`src/rtl/ptw_pkg.sv`:
```
package ptw_pkg;

    localparam int VA_W     = 32;
    localparam int OFF_W    = 10;
    localparam int LO_W     = 10;
    localparam int HI_W     = VA_W - OFF_W - LO_W;
    localparam int PTE_W    = 32;
    localparam int FRAME_W  = PTE_W - OFF_W;
    localparam int ESZ_LOG2 = 2;
    localparam int RSVD_W   = PTE_W - FRAME_W - 1;

    typedef enum logic [2:0] {
        W_IDLE,
        W_RD_OUTER,
        W_RD_INNER,
        W_DONE,
        W_FAULT
    } walk_state_e;

    typedef enum logic [1:0] {
        LVL_NONE  = 2'd0,
        LVL_OUTER = 2'd1,
        LVL_INNER = 2'd2
    } fault_lvl_e;

    typedef struct packed {
        logic [HI_W-1:0]  hi;
        logic [LO_W-1:0]  lo;
        logic [OFF_W-1:0] off;
    } va_fields_t;

    typedef struct packed {
        logic [FRAME_W-1:0] frame;
        logic [RSVD_W-1:0]  rsvd;
        logic               valid;
    } pte_t;

    function automatic logic [VA_W-1:0] scale_hi(logic [HI_W-1:0] idx);
        return {{(VA_W-HI_W-ESZ_LOG2){1'b0}}, idx, {ESZ_LOG2{1'b0}}};
    endfunction

    function automatic logic [VA_W-1:0] scale_lo(logic [LO_W-1:0] idx);
        return {{(VA_W-LO_W-ESZ_LOG2){1'b0}}, idx, {ESZ_LOG2{1'b0}}};
    endfunction

    function automatic logic [VA_W-1:0] frame_base(logic [FRAME_W-1:0] f);
        return {f, {OFF_W{1'b0}}};
    endfunction

endpackage

```
`src/rtl/ptw_fsm.sv`:
```
module ptw_fsm
    import ptw_pkg::*;
(
    input  logic        clk,
    input  logic        rst,
    input  logic        req_valid,
    input  logic        mem_rvalid,
    input  logic        rd_entry_ok,
    output walk_state_e state,
    output logic        req_ready,
    output logic        mem_req,
    output logic        accept,
    output logic        cap_outer,
    output logic        cap_inner,
    output fault_lvl_e  lvl
);
    walk_state_e state_q, state_d;
    fault_lvl_e  lvl_q;
    logic        issued_q;
    logic        got;
    logic        in_read;

    assign state     = state_q;
    assign lvl       = lvl_q;
    assign in_read   = (state_q == W_RD_OUTER) || (state_q == W_RD_INNER);
    assign got       = issued_q && mem_rvalid;
    assign req_ready = (state_q == W_IDLE);
    assign accept    = req_ready && req_valid;
    assign mem_req   = in_read && !issued_q;
    assign cap_outer = (state_q == W_RD_OUTER) && got && rd_entry_ok;
    assign cap_inner = (state_q == W_RD_INNER) && got && rd_entry_ok;

    always_comb begin
        state_d = state_q;
        unique case (state_q)
            W_IDLE:     if (req_valid) state_d = W_RD_OUTER;
            W_RD_OUTER: if (got) state_d = rd_entry_ok ? W_RD_INNER : W_FAULT;
            W_RD_INNER: if (got) state_d = rd_entry_ok ? W_DONE : W_FAULT;
            W_DONE:     state_d = W_IDLE;
            W_FAULT:    state_d = W_IDLE;
            default:    state_d = W_IDLE;
        endcase
    end

    always_ff @(posedge clk) begin
        if (rst) begin
            state_q  <= W_IDLE;
            issued_q <= 1'b0;
            lvl_q    <= LVL_NONE;
        end else begin
            state_q  <= state_d;
            issued_q <= (state_d == state_q) ? (issued_q | mem_req) : 1'b0;
            if (accept)
                lvl_q <= LVL_NONE;
            else if (state_d == W_FAULT && state_q != W_FAULT)
                lvl_q <= (state_q == W_RD_OUTER) ? LVL_OUTER : LVL_INNER;
        end
    end


    single_req_chk: assert property (@(posedge clk) disable iff (rst)
        mem_req |=> !mem_req);


    req_in_read_chk: assert property (@(posedge clk) disable iff (rst)
        mem_req |-> in_read);


    busy_after_accept_chk: assert property (@(posedge clk) disable iff (rst)
        accept |=> !req_ready);


    rsp_pulse_chk: assert property (@(posedge clk) disable iff (rst)
        (state_q == W_DONE || state_q == W_FAULT) |=> req_ready);

endmodule

```
`src/rtl/ptw_addr_gen.sv`:
```
module ptw_addr_gen
    import ptw_pkg::*;
(
    input  walk_state_e         state,
    input  va_fields_t          va,
    input  logic [VA_W-1:0]     outer_base,
    input  logic [FRAME_W-1:0]  inner_ptr,
    output logic [VA_W-1:0]     mem_addr
);
    logic [VA_W-1:0] outer_addr;
    logic [VA_W-1:0] inner_addr;

    assign outer_addr = outer_base + scale_hi(va.hi);
    assign inner_addr = frame_base(inner_ptr) + scale_lo(va.lo);
    assign mem_addr   = (state == W_RD_INNER) ? inner_addr : outer_addr;

endmodule

```
`src/rtl/ptw_regs.sv`:
```
module ptw_regs
    import ptw_pkg::*;
(
    input  logic               clk,
    input  logic               rst,
    input  logic               accept,
    input  logic [VA_W-1:0]    req_laddr,
    input  logic [VA_W-1:0]    req_base,
    input  logic               cap_outer,
    input  logic               cap_inner,
    input  pte_t               rd_entry,
    input  walk_state_e        state,
    input  fault_lvl_e         lvl,
    output va_fields_t         va,
    output logic [VA_W-1:0]    outer_base,
    output logic [FRAME_W-1:0] inner_ptr,
    output logic               rsp_valid,
    output logic               rsp_fault,
    output logic [1:0]         rsp_level,
    output logic [VA_W-1:0]    rsp_paddr,
    output logic [VA_W-1:0]    rsp_fault_addr
);
    logic [VA_W-1:0]    laddr_q;
    logic [VA_W-1:0]    base_q;
    logic [FRAME_W-1:0] ptr_q;
    logic [FRAME_W-1:0] frame_q;

    always_ff @(posedge clk) begin
        if (rst) begin
            laddr_q <= '0;
            base_q  <= '0;
            ptr_q   <= '0;
            frame_q <= '0;
        end else begin
            if (accept) begin
                laddr_q <= req_laddr;
                base_q  <= req_base;
            end
            if (cap_outer) ptr_q   <= rd_entry.frame;
            if (cap_inner) frame_q <= rd_entry.frame;
        end
    end

    assign va             = va_fields_t'(laddr_q);
    assign outer_base     = base_q;
    assign inner_ptr      = ptr_q;
    assign rsp_valid      = (state == W_DONE) || (state == W_FAULT);
    assign rsp_fault      = (state == W_FAULT);
    assign rsp_level      = lvl;
    assign rsp_paddr      = (state == W_DONE) ? {frame_q, va.off} : '0;
    assign rsp_fault_addr = laddr_q;


    fault_level_chk: assert property (@(posedge clk) disable iff (rst)
        rsp_valid |-> (rsp_fault == (rsp_level != 2'd0)));


    hold_addr_chk: assert property (@(posedge clk) disable iff (rst)
        !accept |=> $stable(laddr_q));

endmodule

```
`src/rtl/ptw_walker.sv`:
```
module ptw_walker
    import ptw_pkg::*;
(
    input  logic        clk,
    input  logic        rst,
    input  logic        req_valid,
    output logic        req_ready,
    input  logic [31:0] req_laddr,
    input  logic [31:0] req_base,
    output logic        mem_req,
    output logic [31:0] mem_addr,
    input  logic        mem_rvalid,
    input  logic [31:0] mem_rdata,
    output logic        rsp_valid,
    output logic        rsp_fault,
    output logic [1:0]  rsp_level,
    output logic [31:0] rsp_paddr,
    output logic [31:0] rsp_fault_addr
);
    walk_state_e        state;
    fault_lvl_e         lvl;
    logic               accept;
    logic               cap_outer;
    logic               cap_inner;
    pte_t               rd_entry;
    va_fields_t         va;
    logic [VA_W-1:0]    outer_base;
    logic [FRAME_W-1:0] inner_ptr;

    assign rd_entry = pte_t'(mem_rdata);

    ptw_fsm u_fsm (
        .clk         (clk),
        .rst         (rst),
        .req_valid   (req_valid),
        .mem_rvalid  (mem_rvalid),
        .rd_entry_ok (rd_entry.valid),
        .state       (state),
        .req_ready   (req_ready),
        .mem_req     (mem_req),
        .accept      (accept),
        .cap_outer   (cap_outer),
        .cap_inner   (cap_inner),
        .lvl         (lvl)
    );

    ptw_addr_gen u_agen (
        .state      (state),
        .va         (va),
        .outer_base (outer_base),
        .inner_ptr  (inner_ptr),
        .mem_addr   (mem_addr)
    );

    ptw_regs u_regs (
        .clk            (clk),
        .rst            (rst),
        .accept         (accept),
        .req_laddr      (req_laddr),
        .req_base       (req_base),
        .cap_outer      (cap_outer),
        .cap_inner      (cap_inner),
        .rd_entry       (rd_entry),
        .state          (state),
        .lvl            (lvl),
        .va             (va),
        .outer_base     (outer_base),
        .inner_ptr      (inner_ptr),
        .rsp_valid      (rsp_valid),
        .rsp_fault      (rsp_fault),
        .rsp_level      (rsp_level),
        .rsp_paddr      (rsp_paddr),
        .rsp_fault_addr (rsp_fault_addr)
    );


    inner_after_outer_chk: assert property (@(posedge clk) disable iff (rst)
        (mem_req && state == W_RD_INNER) |-> $past(state) != W_IDLE);

endmodule

```
`config.mk`:
```
export PLATFORM = sky130hd
export DESIGN_NAME = ptw_walker
export DESIGN_NICKNAME = d
export VERILOG_FILES = /design/src/rtl/ptw_pkg.sv /design/src/rtl/ptw_fsm.sv /design/src/rtl/ptw_addr_gen.sv /design/src/rtl/ptw_regs.sv /design/src/rtl/ptw_walker.sv
export SDC_FILE = /design/constraint.sdc
export NUM_CORES = 1
export LEC_CHECK = 0
export BUFFER_PORTS_ARGS = -buffer_cell sky130_fd_sc_hd__clkbuf_2
export CORE_MARGIN = 2
export CORE_UTILIZATION = 25
export CTS_CLUSTER_SIZE = 8
export DETAILED_ROUTE_END_ITERATION = 6
export SLEW_MARGIN = 20
export SYNTH_ARGS = -nofsm -noshare
export SYNTH_HDL_FRONTEND = slang
export SYNTH_HIERARCHICAL = 1
export SYNTH_SLANG_ARGS = --single-unit
```
`constraint.sdc`:
```
create_clock -name clk -period 5.1 [get_ports clk]
set_input_delay 0.765 -clock clk [delete_from_list [all_inputs] [get_ports clk]]
set_output_delay 0.765 -clock clk [all_outputs]
set_load 0.02 [all_outputs]
```
### Yosys cells after proc, flatten, opt, wreduce, memory -nomap -nowiden

Cells that the tools add are included.
W data, S select, Z words.

* logic and storage cells: 41
* register bits: 114
* input bits: 100

* reductions and logical operators: 14
* bitwise operators: 2
* $add $sub $neg: 2
* equality and inequality tests: 7
* mux-type cells: 9

Operator list (number)
* $mux W32: 2
* $add A32 B12 Y32: 1
* $add A32 B14 Y32: 1
* $mux W3: 5
* $pmux W3 S3: 1
* $logic_and A1 B1 Y1: 8
* $eq A3 B2 Y1 const B: 2
* $eq A3 B3 Y1 const B: 2
* $reduce_or A2 Y1: 2
* $eq A3 B1 Y1 const B: 1
* $eq A3 B3 Y1: 1
* $logic_not A3 Y1: 1
* $ne A3 B3 Y1 const B: 1
* $logic_or A1 B1 Y1: 2
* $mux W2: 1
* $logic_not A1 Y1: 1
* $not A1 Y1: 1
* $or A1 B1 Y1: 1

### Longest topological paths before layout

Gate-level depths: netlist of the first run.

* word-level depth: 6
* gate-level depth with buffers: 9
* depth with buffers taken out: 8

### Hierarchy

Netlist of the first run, hierarchy kept.

By module, submodules not included
* ptw_regs: seq. area each 2162.1 um^2, instances 1, area each 4354.2 um^2, cells each 421
* ptw_addr_gen: seq. area each 0.0 um^2, instances 1, area each 1642.8 um^2, cells each 249
* ptw_fsm: seq. area each 120.1 um^2, instances 1, area each 352.8 um^2, cells each 48

### Worst setup path before layout of the first run

Ideal clock, no wire load.

* path kind: flip-flop to output port
* start: reg u_regs.laddr_q[20], in the netlist u_regs/rsp_fault_addr[20]
* end: out mem_addr[24]
* slack: 1.720 ns
* stages on the path, launching flop included: 10
* buffers on the path: 1
* arrival: 2.615 ns
* cell sequence: dfxtp_1 > buf_4 > ha_1 > fa_1 > a211o_1 > a21oi_1 > o211ai_2 > nor2b_1 > xnor2_1 > o21ai_0

* longest elaborated chain between the ends: 2

Ends and longest elaborated chain
* from (decl): RTL line ptw_regs.sv:23 `logic [VA_W-1:0] laddr_q;`
* from (signal assigned): RTL line ptw_regs.sv:36 `laddr_q <= req_laddr;`
* $add A32 B14 Y32: RTL line ptw_addr_gen.sv:13 `assign outer_addr = outer_base + scale_hi(va.hi);`
* $mux W32: RTL line ptw_addr_gen.sv:15 `assign mem_addr = (state == W_RD_INNER) ? inner_addr : outer_addr;`
* to (decl): RTL line ptw_walker.sv:11 `output logic [31:0] mem_addr,`

Every way passes these cells.

### Worst setup path after layout of the first run

Same ends and word-level chain as after synthesis.

==> metrics.log, run 1 <==
[metrics] status: finished, final reports clean
[metrics] type of destination of the critical path: primary output
[metrics] cells traversed along the worst timing path: ha_1, fa_1, a211o_1, a21oi_1, o211ai_2, nor2b_1, xnor2_1, o21ai_0, clkbuf_2
[metrics] post-route minimum period: 3.87 ns
[metrics] number of top-level pins: 202
[metrics] Total Routed Length: 17500 um
[metrics] largest buffer count on any clock path: 2
[metrics] Site Rows: 57
[metrics] first drt pass iteration count: 4
[metrics] Layout Cell Area excl Fill: 7880 um^2
[metrics] Clock Power Share: 0.501
[metrics] post-detailed-route count of antenna-violating nets: 0
[metrics] worst IR drop on VDD: 0.184 mV
[metrics] number of buffers added on ports: 192
[metrics] synthesized net count: 824
[metrics] routed via count divided by cell count: 4.40
[metrics] switching fraction of total power: 0.254
[metrics] cells resized by post-CTS repair: 0
[metrics] TritonCTS clock tree: done
[metrics] Max-Slew Margin vs Limit: 0.416
[metrics] Tightest Pin Transition: 0.876 ns
[metrics] Syn. warnings: 6
[metrics] worst setup skew after layout: 0.0105 ns
[metrics] final-layout setup total negative slack: 0 ns
[metrics] gr ovfl total: 0
[metrics] RePlAce Congestion: 0.783
[metrics] Post-Syn Instances: 708
[metrics] number of buffers inserted to repair setup after CTS: 0
[metrics] Post-Syn Area: 6270 um^2
[metrics] pin count of the biggest net entering global routing: 67
[metrics] Hold Buf Count CTS: 0
[metrics] total number of vias: 5277
[metrics] area enclosed by the die boundary: 26400 um^2
[metrics] biggest cell delay along the critical path: 0.43 ns
[metrics] Power Internal: 1.98 mW
[metrics] power density normalized to cell area: 336 nW/um^2
[metrics] portion of total power attributed to sequential cells: 0.365
[metrics] CTS Buf Count: 17
[metrics] critical path arrival: 3.10 ns
[metrics] die height: 162 um
[metrics] H-tree depth: 4
[metrics] worst reg-to-reg path cell count: 5
[metrics] cell chosen for the clock root: clkbuf_16
[metrics] final number of setup-violating endpoints: 0
[metrics] Skew-Pair Late Insertion Delay: 0.42 ns
[metrics] number of global-route vias before repair: 5046
[metrics] area growth from synthesis to layout: 25.5%
[metrics] Hold Path Depth: 2
[metrics] Worst Hold Slack: 0.483 ns
[metrics] half-perimeter wire length after detailed placement: 13000 um
[metrics] Avg Synthesized Cell Area: 8.86 um^2
[metrics] Worst Hold Class: flip-flop to flip-flop
[metrics] first-pass GRT wire length: 27000 um
[metrics] Post-Layout Cell Count: 1198
[metrics] post-DR wirelength/cell: 14.6 um
[metrics] Max stage delay cell, worst path: fa_1
[metrics] RSZ-0062 raised after global routing: false
[metrics] relative contribution of combinational cells to total power: 0.133
[metrics] buffers and inverters on the worst path: 1
[metrics] # DRC: 0
[metrics] initial antenna violation count: 0
[metrics] effective utilization at floorplan: 0.257
[metrics] Antenna diodes: 0
[metrics] ratio of cells with drive above 1 in the final layout: 0.280
[metrics] NumNets Final: 977
[metrics] maximum clock rate: 0.259 GHz
[metrics] final critical-path share of the clock period: 0.758
[metrics] Hold Violations, Final: 0
[metrics] path length in cells of the critical path: 9
[metrics] reported net switching power: 0.673 mW
[metrics] Die Width: 162 um
[metrics] overall routing resource usage: 0.133
[metrics] leakage power figure: 3.48 nW
[metrics] worst endpoint required time: 4.34 ns
[metrics] 1st-iter DRT viols: 304
[metrics] final setup slack of the worst path: 1.23 ns
[metrics] crit path max fanout: 9
[metrics] total of max-cap violations: 0
[metrics] clk slew on worst S/H paths: 0.06 ns
[metrics] Top delay family on crit path: compound AO/OA/AOI/OAI gates
[metrics] Setup WS pre-CTS: 1.63 ns
[metrics] Setup CP Type: flip-flop to primary output
[metrics] Inst Count DP: 1166
[metrics] Worst setup SP type: flip-flop
[metrics] core box area: 24500 um^2
[metrics] Cell Area, Placed: 7220 um^2
[metrics] clock sink count: 114
[metrics] Final Max Slew Viols: 0
cell type report:
type | count | area (um^2)
clock buffers | 22 | 474
clock inverters | 10 | 179
fillers | 2591 | 16600
inverters | 8 | 30.0
multi-input cells | 522 | 3500
flip-flops and latches | 114 | 2280
well taps | 324 | 405
repair buffers | 198 | 1010
layer usage:
metal,GRT usage,wire length [um],vias up
met1,0.165,7920,2432
met4,0.0302,68,0
met3,0.0469,1300,9
met5,0,0,-
met2,0.222,8250,145
li1,-,-,2691
worst paths after layout:
check	slack (ns)	startpoint	to
worst max-delay path	1.23	u_regs/rsp_fault_addr[20]$_SDFFE_PP0P_	mem_addr[24]
worst min-delay path	0.48	u_regs/frame_q[4]$_SDFFE_PP0P_	u_regs/frame_q[4]$_SDFFE_PP0P_
worst max register to register	3.17	u_fsm/state[0]$_SDFF_PP0_	u_regs/rsp_fault_addr[19]$_SDFFE_PP0P_
worst min register to register	0.48	u_regs/frame_q[4]$_SDFFE_PP0P_	u_regs/frame_q[4]$_SDFFE_PP0P_
flip-flops by register name, summed over array words and instances (netlist names):
| signal | cells |
|---|---|
| u_fsm/issued_q | 1 |
| u_fsm/lvl | 2 |
| u_fsm/state | 3 |
| u_regs/frame_q | 22 |
| u_regs/inner_ptr | 22 |
| u_regs/outer_base | 32 |
| u_regs/rsp_fault_addr | 32 |
worst register-to-register path: stages, from the launching register on:
cell      delay (ns)
dfxtp_1         0.43
nand2b_1        0.25
nor3_2          0.20
buf_4           0.55
mux2i_1         0.31
nor2_1          0.05
layout by cell type, fill, tap and decap left out, drive strengths merged, types with 10 or more instances in the layout:
master	instances
mux2i	113
a21oi	31
nor2	138
nand2	36
ha	14
nand4	10
clkbuf	213
o21ai	12
nand3	17
dfxtp	114
xor2	18
xnor2	25
and2	39
through the flow:
| stage | total power [mW] | util |
|---|---|---|
| 3_5_place_dp | 1.35 | 0.295 |
| 4_1_cts | 2.70 | 0.322 |
| 5_1_grt | 2.77 | 0.322 |
| 2_1_floorplan | 1.24 | - |
| 3_3_place_gp | 1.34 | 0.295 |
| 6_report | 2.65 | 0.322 |
power groups by stage:
stage | Clock, mW | Sequential, mW | Combinational, mW
final | 1.33 | 0.968 | 0.354
after floorplan | 0 | 0.996 | 0.244
after detailed placement | 0 | 0.987 | 0.359
after global placement | 0 | 0.986 | 0.356
after CTS | 1.37 | 0.969 | 0.360
after global routing | 1.41 | 0.974 | 0.391
(Power assumes the default switching activity.)
==> run 2: changes to the inputs <==
==> constraint.sdc (replaced) <==
create_clock -name clk -period 3.3 [get_ports clk]
set_input_delay 0.495 -clock clk [delete_from_list [all_inputs] [get_ports clk]]
set_output_delay 0.495 -clock clk [all_outputs]
set_load 0.02 [all_outputs]
==> run 2 against run 1 <==
Die area stayed put. Hold slack worse by 0.17 ns. Worst setup slack worse by 1.1 ns. Count of clock-buffer cells in the layout is 1 lower. First-iteration DRC count is 31% lower. Non-clock buffer count is 13 higher. Critical path type unchanged. Final cell count is 1.2% higher. Critical path depth stayed put. Sequential power is 55% higher. Power is 45% higher. Largest power group unchanged.
==> metrics.log, run 2 (synthesized netlist as in run 1, its figures left out) <==
[metrics] post-detailed-route count of antenna-violating nets: 0
[metrics] commonest cells after routing, fill and taps aside: clkbuf_2, nor2_1, mux2i_1
[metrics] H-tree depth: 4
[metrics] Antenna diodes: 0
[metrics] Max-Slew Margin vs Limit: 0.582
[metrics] clk slew on worst S/H paths: 0.06 ns
[metrics] final number of setup-violating endpoints: 0
[metrics] number of buffers added on ports: 192
[metrics] leakage power figure: 3.53 nW
[metrics] clock sink count: 114
[metrics] Post-Layout Cell Count: 1212
[metrics] effective utilization at floorplan: 0.257
[metrics] first-pass GRT wire length: 27500 um
[metrics] 1st-iter DRT viols: 211
[metrics] relative contribution of combinational cells to total power: 0.151
[metrics] RePlAce Congestion: 0.792
[metrics] post-route minimum period: 3.21 ns
[metrics] launch instance of the worst register-to-register path: u_fsm/state[0]$_SDFF_PP0_
[metrics] worst IR drop on VDD: 0.222 mV
[metrics] reg-to-reg endpoint: u_regs/rsp_fault_addr[29]$_SDFFE_PP0P_
[metrics] worst endpoint required time: 2.80 ns
[metrics] Hold Buf Count CTS: 0
[metrics] maximum clock rate: 0.311 GHz
[metrics] RSZ-0062 raised after global routing: true
[metrics] critical path arrival: 2.72 ns
[metrics] Hold Crit Endpoint: u_regs/rsp_fault_addr[28]$_SDFFE_PP0P_
[metrics] final setup slack of the worst path: 0.0856 ns
[metrics] routed via count divided by cell count: 4.41
[metrics] met2 WL post-DR: 8430 um
[metrics] core box area: 24500 um^2
[metrics] ratio of cells with drive above 1 in the final layout: 0.321
[metrics] largest buffer count on any clock path: 2
[metrics] power density normalized to cell area: 475 nW/um^2
[metrics] Total Routed Length: 18300 um
[metrics] crit path max fanout: 5
[metrics] Inst Count DP: 1172
[metrics] Setup WS pre-CTS: 0.236 ns
[metrics] total of max-cap violations: 0
[metrics] Power Internal: 2.77 mW
[metrics] Worst Hold Class: input port to flip-flop
[metrics] total number of vias: 5340
[metrics] first drt pass iteration count: 4
[metrics] # DRC: 0
[metrics] die height: 162 um
[metrics] number of top-level pins: 202
[metrics] commonest non-fill, non-tap cell in the layout: clkbuf_2
[metrics] Tightest Pin Transition: 0.627 ns
[metrics] Skew-Pair Late Insertion Delay: 0.42 ns
[metrics] type of destination of the critical path: primary output
[metrics] TritonCTS clock tree: done
[metrics] uppermost signal routing layer after detailed routing: met4
[metrics] NumNets Final: 991
[metrics] Clock Power Share: 0.458
[metrics] Worst setup SP type: flip-flop
[metrics] Setup CP Type: flip-flop to primary output
[metrics] worst setup skew after layout: 0.00598 ns
[metrics] area growth from synthesis to layout: 28.9%
[metrics] Final Max Slew Viols: 0
[metrics] CTS Buf Count: 17
[metrics] WL met3: 1400 um
[metrics] number of global-route vias before repair: 5034
[metrics] Die Width: 162 um
[metrics] portion of total power attributed to sequential cells: 0.391
[metrics] Site Rows: 57
[metrics] register-to-register setup slack: 1.41 ns
[metrics] gr ovfl total: 0
[metrics] switching fraction of total power: 0.279
[metrics] status: finished, final reports clean
[metrics] half-perimeter wire length after detailed placement: 13300 um
[metrics] number of fill cells: 2603
[metrics] Hold Path Depth: 3
[metrics] hold_sp: req_laddr[28]
[metrics] Hold Violations, Final: 0
[metrics] worst reg-to-reg path cell count: 5
[metrics] area enclosed by the die boundary: 26400 um^2
[metrics] final critical-path share of the clock period: 0.974
[metrics] pin count of the biggest net entering global routing: 50
[metrics] initial antenna violation count: 0
[metrics] post-DR wirelength/cell: 15.1 um
[metrics] cell chosen for the clock root: clkbuf_16
[metrics] overall routing resource usage: 0.136
[metrics] routed length on met1: 8330 um
[metrics] reported net switching power: 1.07 mW
run 2: worst max-delay path by stage:
stage,startpoint,to,slack [ns],cells after the start
finish,u_regs/outer_base[2]$_SDFFE_PP0P_,mem_addr[30],0.09,9
global route,u_regs/outer_base[2]$_SDFFE_PP0P_,mem_addr[28],-0.04,9
CTS,u_regs/rsp_fault_addr[29]$_SDFFE_PP0P_,mem_addr[27],0.01,8
detailed placement,u_regs/rsp_fault_addr[20]$_SDFFE_PP0P_,mem_addr[24],0.24,9
global placement,u_regs/rsp_fault_addr[20]$_SDFFE_PP0P_,mem_addr[24],0.24,9
floorplan,u_regs/rsp_fault_addr[20]$_SDFFE_PP0P_,mem_addr[24],0.19,9
run 2: routing by layer:
layer / vias to the layer above / track usage
met5: - / 0
met3: 12 / 0.0420
met2: 157 / 0.226
met4: 0 / 0.0350
li1: 2717 / -
met1: 2454 / 0.170
run 2: layout make-up:
cell class | instances | area (um^2) | share of cell area
Sequential cell | 114 | 2290 | 0.284
Multi-Input combinational cell | 523 | 3660 | 0.453
Timing Repair Buffer | 211 | 1140 | 0.141
Inverter | 8 | 30.0 | 0.00371
Tap cell | 324 | 405 | 0.0501
Clock inverter | 11 | 86.3 | 0.0107
Clock buffer | 21 | 470 | 0.0582
run 2: power by group through the flow:
stage / registers, mW / clock network, mW / logic [mW]
2_1_floorplan: 1.54 / 0 / 0.377
3_3_place_gp: 1.53 / 0 / 0.554
3_5_place_dp: 1.53 / 0 / 0.557
4_1_cts: 1.50 / 1.82 / 0.571
5_1_grt: 1.51 / 1.89 / 0.638
6_report: 1.50 / 1.76 / 0.582
run 2: timing repair:
item / CTS / global route
resized for setup: 13 / 44
buffers inserted: 0 / 7
pin swaps: 1 / 15
setup endpoints to repair: 14 / 14
gates cloned: 0 / 1
run 2: worst max-delay path: stages (launching register included):
cell,delay (ns)
dfxtp_2,0.33
ha_4,0.17
fa_2,0.40
a211o_1,0.30
a21oi_4,0.27
o211ai_4,0.16
nor3b_4,0.21
xnor2_1,0.12
mux2i_1,0.16
buf_4,0.17
run 2: stage by stage:
stage          total power [mW]  hold slack (ns)  setup TNS (ns)   util  area [um^2]
2_1_floorplan              1.92            0.452               0      -         6270
3_3_place_gp               2.08            0.466               0  0.297         7270
3_5_place_dp               2.08            0.476               0  0.297         7270
4_1_cts                    3.90            0.291               0  0.324         7910
5_1_grt                    4.04            0.304          -0.185  0.331         8090
6_report                   3.84            0.309               0  0.331         8090
==> run 3: changes to the inputs <==
==> constraint.sdc (replaced) <==
create_clock -name clk -period 3 [get_ports clk]
set_input_delay 0.45 -clock clk [delete_from_list [all_inputs] [get_ports clk]]
set_output_delay 0.45 -clock clk [all_outputs]
set_load 0.02 [all_outputs]
==> run 3 against run 2 <==
The flow now finishes with violations (setup timing). Power increased by 23%. Clock skew increased by 0.0048 ns. Sequential power is 10% higher. Count of clock-buffer cells in the layout rose by 2. Utilization up 1.7 points. Non-clock buffer count rose by 14. Sequential cell count unchanged. Worst setup slack worse by 0.20 ns. Clock power increased by 35%. Hold slack got worse by 0.043 ns.
==> metrics.log, run 3 (synthesized netlist as in run 1, its figures left out) <==
[metrics] Worst setup SP type: flip-flop
[metrics] Skew-Pair Late Insertion Delay: 0.41 ns
[metrics] overall routing resource usage: 0.142
[metrics] leakage power figure: 3.68 nW
[metrics] CTS Buf Count: 17
[metrics] area enclosed by the die boundary: 26400 um^2
[metrics] commonest cells after routing, fill and taps aside: clkbuf_2, nor2_1, mux2i_1
[metrics] worst endpoint required time: 2.55 ns
[metrics] Die Width: 162 um
[metrics] first-pass GRT wire length: 28900 um
[metrics] initial antenna violation count: 0
[metrics] post-route minimum period: 3.12 ns
[metrics] final setup slack of the worst path: -0.116 ns
[metrics] NumNets Final: 1005
[metrics] Max-Slew Margin vs Limit: 0.559
[metrics] Worst Hold Class: input port to flip-flop
[metrics] Setup CP Type: flip-flop to primary output
[metrics] number of buffers added on ports: 192
[metrics] total number of vias: 5474
[metrics] status: complete, but fails checks
[metrics] Antenna diodes: 0
[metrics] # DRC: 0
[metrics] violated checks: setup timing
[metrics] maximum clock rate: 0.321 GHz
[metrics] type of destination of the critical path: primary output
[metrics] first drt pass iteration count: 4
[metrics] largest buffer count on any clock path: 2
[metrics] crit path max fanout: 5
[metrics] half-perimeter wire length after detailed placement: 13100 um
[metrics] clock sink count: 114
[metrics] number of global-route vias before repair: 5262
[metrics] routed via count divided by cell count: 4.46
[metrics] final critical-path share of the clock period: 1.04
[metrics] commonest non-fill, non-tap cell in the layout: clkbuf_2
[metrics] RSZ-0062 raised after global routing: true
[metrics] cell chosen for the clock root: clkbuf_16
[metrics] post-detailed-route count of antenna-violating nets: 0
[metrics] overall power after layout: 4.73 mW
[metrics] Total Routed Length: 18700 um
[metrics] effective utilization at floorplan: 0.257
[metrics] worst setup skew after layout: 0.0107 ns
[metrics] die height: 162 um
[metrics] RePlAce Congestion: 0.759
[metrics] final number of setup-violating endpoints: 12
[metrics] Core Util, Final: 0.348
[metrics] ratio of cells with drive above 1 in the final layout: 0.351
[metrics] TritonCTS clock tree: done
[metrics] area growth from synthesis to layout: 35.5%
[metrics] power density normalized to cell area: 556 nW/um^2
[metrics] gr ovfl total: 0
[metrics] total of max-cap violations: 0
[metrics] Final Max Slew Viols: 0
[metrics] core box area: 24500 um^2
[metrics] critical path arrival: 2.67 ns
[metrics] Tightest Pin Transition: 0.661 ns
[metrics] clk slew on worst S/H paths: 0.06 ns
[metrics] 1st-iter DRT viols: 341
[metrics] H-tree depth: 4
[metrics] pin count of the biggest net entering global routing: 61
[metrics] Site Rows: 57
[metrics] post-DR wirelength/cell: 15.3 um
[metrics] worst IR drop on VDD: 0.316 mV
[metrics] Hold Violations, Final: 0
[metrics] number of fill cells: 2499
[metrics] number of top-level pins: 202
run 3: worst paths after layout:
check	startpoint	end	slack [ns]	cells past startpoint
max	u_regs/rsp_fault_addr[20]$_SDFFE_PP0P_	mem_addr[26]	-0.12	10
min	req_laddr[5]	u_regs/rsp_fault_addr[5]$_SDFFE_PP0P_	0.27	3
max reg2reg	u_fsm/state[0]$_SDFF_PP0_	u_regs/outer_base[9]$_SDFFE_PP0P_	0.99	5
min reg2reg	u_regs/frame_q[9]$_SDFFE_PP0P_	u_regs/frame_q[9]$_SDFFE_PP0P_	0.48	2
run 3: through the flow:
step | hold slack (ns) | area, um^2 | worst slack [ns] | TNS, ns | std cells
detailed placement | 0.476 | 7330 | 0.0169 | 0 | 1178
global placement | 0.465 | 7330 | 0.0684 | 0 | 1178
global route | 0.256 | 8500 | -0.244 | -2.44 | 1226
CTS | 0.241 | 8390 | -0.189 | -1.73 | 1224
finish | 0.266 | 8500 | -0.116 | -0.679 | 1226
floorplan | 0.452 | 6270 | 0.0266 | 0 | 708
run 3: metal layers:
metal  GRT usage  vias up  wire length [um]
li1            -     2755                 -
met1       0.182     2539              8430
met2       0.234      171              8820
met3      0.0441        9              1370
met4      0.0310        0                95
met5           0        -                 0
run 3: report_power, final:
part	internal (mW)	switching, mW	leakage (nW)
logic	0.309	0.383	2.41
registers	1.58	0.0695	0.935
clock network	1.65	0.735	0.337
run 3: cell type report:
| type | instances | area (um^2) | share of cell area |
|---|---|---|---|
| Timing Repair Buffer | 225 | 1320 | 0.155 |
| Clock buffer | 23 | 488 | 0.0574 |
| Sequential cell | 114 | 2300 | 0.271 |
| Multi-Input combinational cell | 523 | 3760 | 0.442 |
| Inverter | 8 | 30.0 | 0.00353 |
| Tap cell | 324 | 405 | 0.0477 |
| Clock inverter | 9 | 199 | 0.0234 |
run 3: critical path: stages (launching register included):
cell and delay (ns):
dfxtp_4 0.35, ha_4 0.15, fa_2 0.34, a211o_1 0.31, a21oi_2 0.14, buf_6 0.14
o211ai_4 0.13, nor3b_4 0.21, xnor2_1 0.19, o21ai_1 0.09, buf_4 0.19
run 3: timing repair:
| item | CTS | global route |
|---|---|---|
| buffers inserted | 13 | 2 |
| hold buffers | 0 | 0 |
| resized for setup | 62 | 47 |
| pin swaps | 23 | 28 |
| gates cloned | 1 | 0 |
| endpoints found under the setup margin | 23 | 22 |
